<file path="config.mk">
export PLATFORM = sky130hd
export DESIGN_NAME = chan_route_table
export DESIGN_NICKNAME = d
export VERILOG_FILES = /design/src/rtl/chan_route_table.sv
export SDC_FILE = /design/constraint.sdc
export NUM_CORES = 1
export LEC_CHECK = 0
export ABC_AREA = 1
export BUFFER_PORTS_ARGS = -buffer_cell sky130_fd_sc_hd__buf_2
export CORE_MARGIN = 2
export CORE_UTILIZATION = 35
export DETAILED_ROUTE_END_ITERATION = 16
export SLEW_MARGIN = 20
export SYNTH_ARGS = -nofsm -noshare
export SYNTH_HDL_FRONTEND = slang
export SYNTH_SLANG_ARGS = --single-unit
</file>
<file path="constraint.sdc">
create_clock -name clk -period 2.25 [get_ports clk]
set_input_delay 0.1125 -clock clk [delete_from_list [all_inputs] [get_ports clk]]
set_output_delay 0.1125 -clock clk [all_outputs]
set_load 0.1 [all_outputs]
</file>
<file path="src/rtl/chan_route_table.sv">
module chan_route_table #(
  parameter int NUM_CH      = 16,
  parameter int ADDR_W      = 20,
  parameter int MASK_W      = 8,
  parameter int DCH_W       = 4,
  parameter int MAX_CREDITS = 4
) (
  input  logic                              clk,
  input  logic                              rst_n,
  input  logic                              wr_en,
  input  logic [$clog2(NUM_CH)-1:0]         wr_ch,
  input  logic [ADDR_W-1:0]                 wr_addr,
  input  logic                              wr_mcast,
  input  logic                              send_en,
  input  logic [$clog2(NUM_CH)-1:0]         send_ch,
  input  logic                              ret_en,
  input  logic [$clog2(NUM_CH)-1:0]         ret_ch,
  input  logic [$clog2(NUM_CH)-1:0]         lk_ch,
  input  logic                              lk_fetch,
  output logic [ADDR_W-1:0]                 lk_addr,
  output logic                              lk_mcast,
  output logic [DCH_W-1:0]                  lk_dchan,
  output logic [MASK_W-1:0]                 lk_pos,
  output logic [ADDR_W-MASK_W-DCH_W-1:0]    lk_tile,
  output logic [MASK_W-1:0]                 lk_mask,
  output logic                              lk_to_mem,
  output logic                              lk_null,
  output logic [$clog2(MAX_CREDITS+1)-1:0]  lk_credits,
  output logic                              lk_can_send
);
  localparam int CH_W     = $clog2(NUM_CH);
  localparam int CRED_W   = $clog2(MAX_CREDITS + 1);
  localparam int TILE_W   = ADDR_W - MASK_W - DCH_W;
  localparam int NULL_CH  = NUM_CH - 1;
  localparam int FETCH_CH = 0;

  logic [ADDR_W-1:0] addr_q [NUM_CH];
  logic              mc_q   [NUM_CH];
  logic [CRED_W-1:0] cred_q [NUM_CH];

  for (genvar g = 0; g < NUM_CH; g++) begin : g_ent
    if (g == NULL_CH) begin : g_null
      assign addr_q[g] = '0;
      assign mc_q[g]   = 1'b0;
      assign cred_q[g] = '0;
    end else begin : g_live
      logic wr_hit, snd_hit, ret_hit, full;
      assign full    = cred_q[g] == CRED_W'(MAX_CREDITS);
      assign wr_hit  = wr_en && wr_ch == CH_W'(g);
      assign snd_hit = send_en && send_ch == CH_W'(g) && cred_q[g] != '0;
      assign ret_hit = ret_en && ret_ch == CH_W'(g);

      always_ff @(posedge clk) begin
        if (!rst_n) begin
          addr_q[g] <= '0;
          mc_q[g]   <= 1'b0;
          cred_q[g] <= '0;
        end else if (wr_hit) begin
          addr_q[g] <= wr_addr;
          mc_q[g]   <= wr_mcast;
          cred_q[g] <= CRED_W'(MAX_CREDITS);
        end else if (snd_hit && !ret_hit) begin
          cred_q[g] <= cred_q[g] - 1'b1;
        end else if (ret_hit && !snd_hit && !full) begin
          cred_q[g] <= cred_q[g] + 1'b1;
        end
      end
    end
  end

  logic [CH_W-1:0] sel_ch;
  logic            core_pos;

  assign sel_ch      = lk_fetch ? CH_W'(FETCH_CH) : lk_ch;
  assign lk_null     = sel_ch == CH_W'(NULL_CH);
  assign lk_addr     = addr_q[sel_ch];
  assign lk_mcast    = mc_q[sel_ch];
  assign lk_credits  = cred_q[sel_ch];
  assign lk_can_send = lk_null || lk_credits != '0;

  assign lk_dchan = lk_addr[DCH_W-1:0];
  assign lk_pos   = lk_addr[DCH_W +: MASK_W];
  assign lk_tile  = lk_addr[ADDR_W-1 -: TILE_W];
  assign core_pos = lk_pos < MASK_W'(MASK_W);

  assign lk_to_mem = !lk_null && !lk_mcast && !core_pos;
  assign lk_mask   = lk_mcast ? lk_pos :
                     (core_pos && !lk_null) ? (MASK_W'(1) << lk_pos) : '0;
endmodule

</file>
After elaboration in Yosys (flattened, before gate mapping)
Index checks and enable logic that the tools add are counted.
- flip-flop bits (word level): 360
- logic and storage cells: 431
- $add $sub $neg: 30
- order comparisons: 2
- eq/ne operators: 58
- shift-type cells: 1
- muxes and demuxes: 57
- bitwise operators: 2
- reductions and logical operators: 221
- operators with widths (kind ; count):
    $mux W3 ; 47
    $logic_and A1 B1 Y1 ; 108
    $reduce_bool A3 Y1 ; 31
    $eq A4 B4 Y1 const B ; 22
    $bmux W20 S4 ; 1
    $eq A4 B3 Y1 const B ; 12
    $logic_not A1 Y1 ; 48
    $add A3 B1 Y3 const B ; 15
    $eq A3 B3 Y1 const B ; 15
    $sub A3 B1 Y3 const B ; 15
    $mux W20 ; 2
    $reduce_bool A2 Y1 ; 15
    $reduce_or A2 Y1 ; 15
    $eq A4 B2 Y1 const B ; 6
    $mux W8 ; 2
    $bmux W3 S4 ; 1
    $eq A4 B1 Y1 const B ; 3
    $logic_not A4 Y1 ; 3
    $lt A8 B4 Y1 const B ; 1
    $shl A1 B8 Y8 const A ; 1
    $ge A5 B5 Y1 const B ; 1
    $not A4 Y5 ; 1
    $bmux W1 S4 ; 1
    $mux W4 ; 1
    3 further kinds ; 4

Depth between registers and ports, before layout
Gate-level depths: netlist of the first run.
- word-level depth: 9
- depth in mapped cells: 16

Least setup slack after synthesis of the first run
Ideal clock, no wire load.
- path type: input -> output
- start point: in lk_fetch
- end point: out lk_mask[6]
- arrival time: 3.856 ns
- required time: 2.138 ns
- slack: -1.719 ns
- stages: 11
- buffers on the path: 3
- cell sequence: inv_2 > nand2_1 > buf_4 > buf_6 > buf_4 > nor3_1 > nor2_2 > nand2_1 > nor2_2 > nand2_1 > nand2_1
- RTL lines (element ; line ; text):
    start, declared ; 19 ; input logic lk_fetch,
    $mux W4 ; 74 ; assign sel_ch = lk_fetch ? CH_W'(FETCH_CH) : lk_ch;
    $eq A4 B4 Y1 ; 75 ; assign lk_null = sel_ch == CH_W'(NULL_CH);
    via lk_null ; 27 ; output logic lk_null,
    $logic_not A1 Y1 ; 88 ; (core_pos && !lk_null) ? (MASK_W'(1) << lk_pos) : '0;
    $logic_and A1 B1 Y1 ; 88 ;
    $mux W8 ; 88 ;
    $mux W8 ; 87 ; assign lk_mask = lk_mcast ? lk_pos :
    end, declared ; 25 ; output logic [MASK_W-1:0] lk_mask,
The timed path passes the listed nets, and every way through them passes these cells. The select of a mux whose other input is x is not followed.

Worst setup path after layout of the first run
- start point: reg addr_q[110] (netlist name)
- end point: out lk_mask[2]
- cells in the longest elaborated chain, start to end: 7
- RTL lines (element ; line ; text):
    start, declared ; 37 ; logic [ADDR_W-1:0] addr_q [NUM_CH];
    start signal, assigned by index ; 59 ; addr_q[g] <= wr_addr;
    $bmux W20 S4 (*) ; 76 ; assign lk_addr = addr_q[sel_ch];
    $mux W20 (not written as such) (*) (2 in a row) ; 76 ;
    $lt A8 B4 Y1 ; 84 ; assign core_pos = lk_pos < MASK_W'(MASK_W);
    $logic_and A1 B1 Y1 ; 88 ;
    $mux W8 (*) ; 88 ;
    $mux W8 (*) ; 87 ;
Mark *: on every way between the ends. The rest lies on a longest branch, timed or not. The select of a mux whose other input is x is not followed.

==> impl_metrics.toml, run 1 <==
[cts]
cts_sinks = 360
cts_tree = "yes"
htreeDepth = 2
clock_latency_ns = 0.57
path_clk_slew_ns = 0.06
clockBufferDepth = 3
clock-root-buffer = "clkbuf_16"
cts_buffers = 40

[setup_path]
path_delay_family = "simple AND/OR/NAND/NOR gates"
path_common_cell = "nand2_1"
crit_buf_inv = 2
crit_start = "addr_q[110]"
regToRegStartpoint = "cred_q[32]"
critPathRequiredTime_ns = 2.14
cpPeakStageDelay_ns = 0.32
worstPathMaxFanout = 4
startpoint_type = "register"
cp_slowest_cell = "dfxtp_2"
path_cells = "nor2_2, nor2_1, o21ai_1, nand2_1, nand2_1, nand2_1, inv_2, nand2_4, nor2_4, nand3_4, nor2_4, nand2_2, nand2_4, buf_12"
critical_path_arrival_ns = 2.28
crit_path_end_kind = "output port"
crit_type = "register to output port"

[timing]
tightestPinTransition_ns = 0.734
holdWs_ns = 0.127
min_period_ns = 2.39
setup_viol_count_final = 9
fin_ws_ns = -0.142
fin_crit_sh_pct = 106
clock_skew_ns = 0.00548
finalMaxSlewViolations = 0
slew_headroom_pct = 51.0
rsz0062_at_grt = "yes"
max_freq_ghz = 0.418
hold_viol = 0

[yosys]
synth-seq-area-share_pct = 41.2
yosysUniqueCellTypes = 32
netlist_area_um2 = 17500
synth_edf_count = 0
synth_commonest_cells = "nor2_1, o21ai_0, dfxtp_1"
syn_area_per_cell_um2 = 6.66
syn-num-nets = 2685
yosys-top-cells-area = "dfxtp_1, nor2_1, o21ai_0"
yosysWarningCount = 0
synth.most_common_cell = "nor2_1"
ys_ff_latch = 360
netlist_instances = 2627
ys.flop_type = "dfxtp_1"
yosys.area.top_type_share_pct = 41.2
async_reset_ff_share_pct = 0
yosysTopAreaCell = "dfxtp_1"

[detailed_routing]
wirelength_um = 63000
drt_iter0_drc = 1890
postRouteAntennaNets = 0
post_drt_wl_per_cell_um = 18.6
drc = 0
via_per_inst = 5.35
via_count = 18090
dr.pass1.iters = 6

[grt]
track_usage_pct = 24.2
grt_first_pass_wirelength_um = 97200
gr-total-overflow = 0
grt_pass1_vias = 17023
grt_max_degree = 120
antenna_found_initial = 1

[die]
start_util_pct = 35.6
dieArea_um2 = 51800
io_pins = 98
rows = 81
fp.dieW_um = 228
coreArea_um2 = 49200
die_h_um = 228

[placed_design]
port-buffer-count = 97
place_congestion = 0.877
hpwl_um = 39600
dp_slack_ns = -0.120

[hold_path]
hold_path.class = "input pin to register"
min-delay-start = "wr_ch[0]"

[outcome]
violations = "negative setup slack"
status = "finished with violations"

[finish]
diodes = 0
area_delta_synth_final_pct = 24.2
layout.nets = 2748
final_layout_size_suffix_gt1_share_pct = 13.3
utilization_pct = 44.2

[power_and_ir_drop]
peakVddDrop_mv = 0.526
power.density_nw_per_um2 = 742
leakage_uw = 0.00905

[job]
drv_cap = 0
==> cell type report <==
type | instances | area (um2)
inverter | 205 | 777
timing repair buffer | 220 | 2480
sequential | 360 | 7220
fill | 4981 | 27400
multi-input combinational | 1863 | 9180
tap | 664 | 831
clock buffer | 62 | 1200
clock inverter | 6 | 37.5
==> flip-flops by register name (all words and copies together) (netlist names) <==
name    cells
addr_q    300
cred_q     45
mc_q       15
==> worst min-delay path, delay by kind of cell <==
family | cells | cell delay (ns)
buf+inv | 4 | 0.29
simple gates | 4 | 0.25
==> metal layers <==
layer  global-route usage (%)  part of all wire, %  vias to the layer above
met5                        0                    0                        -
met4                     10.5                  4.1                        0
met3                     3.33                  7.9                      165
met2                     40.5                   47                      800
met1                     31.2                   41                     8474
li1                         -                    -                     8651
==> power breakdown <==
group / total (uW) / leakage, uW / internal [uW] / switching, uW
Combinational: 3120 / 0.00552 / 1000 / 2120
Sequential: 6590 / 0.00292 / 6520 / 74.8
Clock: 6420 / 0.000615 / 3670 / 2750
Total: 16100 / 0.00905 / 11200 / 4940
==> worst paths after layout <==
| path | depth (start not counted) | end | slack, ns |
|---|---|---|---|
| worst min register to register | 2 | mc_q[10] | 0.45 |
| worst max register to register | 9 | cred_q[32] | 0.21 |
| worst min-delay path | 8 | cred_q[23] | 0.13 |
| worst max-delay path | 14 | lk_mask[2] | -0.14 |
==> cell usage in the layout (no fill, tap or decap), types with 15 or more instances in the layout <==
cell and count:
a21oi_1 141, a31oi_1 15, buf_12 69, buf_2 41, buf_4 83, clkbuf_16 41
dfxtp_1 353, dlygate4sd3_1 23, fa_1 15, inv_1 185, nand2_1 285, nand2_4 17
nand3_1 86, nand3_4 19, nor2_1 625, nor2_2 16, nor3_1 38, o211ai_1 25
o21ai_0 465, o22ai_1 32
==> cell families after synthesis <==
| group | synth area share, % |
|---|---|
| AND/OR/NAND/NOR | 25.6 |
| AO/OA/AOI/OAI | 21.2 |
| buffers and inverters | 9.56 |
| flip-flops | 41.2 |
| XOR/XNOR | 0.801 |
| adder cells (fa/ha/maj) | 1.72 |
==> timing repair <==
item,4_1_cts,5_1_grt
hold endpoints to repair,250,0
pin swaps,19,14
gates resized for setup,39,34
hold buffers,23,0
endpoints found under the setup margin,10,19
setup buffers,0,3
==> through the flow <==
stage	setup TNS [ns]	cell area (um2)	cells	total power, uW
2_1_floorplan	0	17900	2627	8660
3_3_place_gp	-0.337	20000	3286	9690
3_5_place_dp	-0.441	20000	3286	9720
4_1_cts	-0.507	21600	3377	16200
5_1_grt	-2.03	21700	3380	16700
6_report	-0.921	21700	3380	16100
Note: power is estimated with default switching activity, not from simulation.
==> inputs of run 2 (changes only) <==
Settings changed: CTS_BUF_LIST set to sky130_fd_sc_hd__clkbuf_4.
Clock period 2.25 ns to 3.06 ns, I/O delays scaled along.
==> impl_metrics.toml, run 2 (same netlist as run 1, synthesis figures left out) <==
[grt]
grt_use_met3_pct = 4.27
use_met1_pct = 29.4
grt_max_degree = 178
top_usage_layer = "met2"
grt_pass1_vias = 17311
track_usage_pct = 23.2
gr-total-overflow = 0
use_met2_pct = 38.6
grt_first_pass_wirelength_um = 94300
antenna_found_initial = 2

[finish]
area_delta_synth_final_pct = 20.3
layout_commonest_cell = "nor2_1"
final_cell_mix = "nor2_1, o21ai_0, dfxtp_1"
design_area_um2 = 21000
largest_register_ffs = 300
instances_no_fill = 3464
reg_top3 = "addr_q (300), cred_q (45), mc_q (15)"
largest-register = "addr_q"
layout.nets = 2783
final_layout_size_suffix_gt1_share_pct = 12.0

[placed_design]
hpwl_um = 37800
dp.cells = 3244
port-buffer-count = 97
place_area_um2 = 19300
place_congestion = 0.882

[die]
coreArea_um2 = 49200
die_h_um = 228
fp.dieW_um = 228
rows = 81
start_util_pct = 35.6
io_pins = 98
dieArea_um2 = 51800

[timing]
slew_headroom_pct = 23.2
fin_crit_sh_pct = 92.9
setup_viol_count_final = 0
hold_viol = 0
tightestPinTransition_ns = 1.15
fin_tns_setup_ns = 0
holdWs_ns = 0.0725
max_freq_ghz = 0.352
clock_skew_ns = 0.0125
finalMaxSlewViolations = 0
min_period_ns = 2.84

[power_and_ir_drop]
switching_share_pct = 31.6
clockPowerShare_pct = 38.7
power_switching_uw = 3600
p_comb_share_pct = 18.7
peakVddDrop_mv = 0.327
power_uw = 11400
leakage_uw = 0.00888
power.density_nw_per_um2 = 541
seqPwrFrac_pct = 42.6
internal-power_uw = 7780

[hold_path]
hold_path.class = "input pin to register"

[cts]
path_clk_slew_ns = 0.06
clock_latency_ns = 0.85
htreeDepth = 3
cts_buffers = 97
clockBufferDepth = 3
cts_sinks = 360
cts_tree = "yes"
clock-root-buffer = "clkbuf_4"

[setup_path]
critical_path_arrival_ns = 2.69
cpPeakStageDelay_ns = 0.31
path_common_cell = "nand2_1"
crit_type = "register to output port"
worstPathMaxFanout = 4
path_cells = "nor2_1, nor2_1, nand2_1, nand3_1, nand3_1, nand2_1, nor2_2, nand3_2, nor2_2, nand2_1, nand2_1, buf_12"
cp_slowest_cell = "dfxtp_1"
critPathRequiredTime_ns = 2.91
startpoint_type = "register"
crit_path_end_kind = "output port"

[job]
drv_cap = 0

[detailed_routing]
drt_iter0_drc = 1545
via_per_inst = 5.23
via_count = 18103
dr.pass1.iters = 7
wirelength_um = 59900
post_drt_wl_per_cell_um = 17.3
postRouteAntennaNets = 0
drc = 0

[outcome]
status = "finished clean"
run 2: critical path, delay by kind of cell, from the launching register on:
kind                   cells  cell delay [ns]
flip-flops                 1             0.31
AND/OR/NAND/NOR           11             1.36
buffers and inverters      1             0.18
run 2: repair_timing:
item | CTS | global route
gates resized for setup | 0 | 5
buffers inserted | 0 | 0
hold buffers | 46 | 0
hold endpoints to repair | 359 | 0
endpoints found under the setup margin | 0 | 7
run 2: routing by layer:
layer | part of all wire (%) | wire length (um)
met1 | 43 | 25800
met2 | 46 | 27600
met3 | 7.1 | 4280
met4 | 3.8 | 2260
met5 | 0 | 0
run 2: path summary, 6_finish.rpt:
check        cells past startpoint        start           to  slack [ns]
max reg2reg                     10   cred_q[47]   cred_q[47]        0.54
max                             12  addr_q[188]   lk_mask[2]        0.22
min reg2reg                      2  addr_q[256]  addr_q[256]        0.45
min                              9      send_en   cred_q[19]        0.07
run 2: cell type report:
type	count	area, um2
Multi-Input combinational cell	1863	8690
Clock buffer	147	1100
Timing Repair Buffer	198	2280
Tap cell	664	831
Inverter	205	769
Antenna cell	2	5.00
Clock inverter	25	153
Sequential cell	360	7210
Fill cell	5026	28100
run 2: metrics by stage:
step	worst slack [ns]	util (%)
after global placement	0.463	39.3
after detailed placement	0.410	39.3
after global routing	-0.00170	42.8
after floorplan	0.00235	-
after CTS	0.145	42.8
final	0.216	42.8
run 2: power by group through the flow:
stage	Sequential (uW)	Clock, uW	Combinational, uW
2_1_floorplan	4930	0	1360
3_3_place_gp	4940	0	2050
3_5_place_dp	4950	0	2070
4_1_cts	4840	4510	2120
5_1_grt	4850	4790	2250
6_report	4840	4410	2130
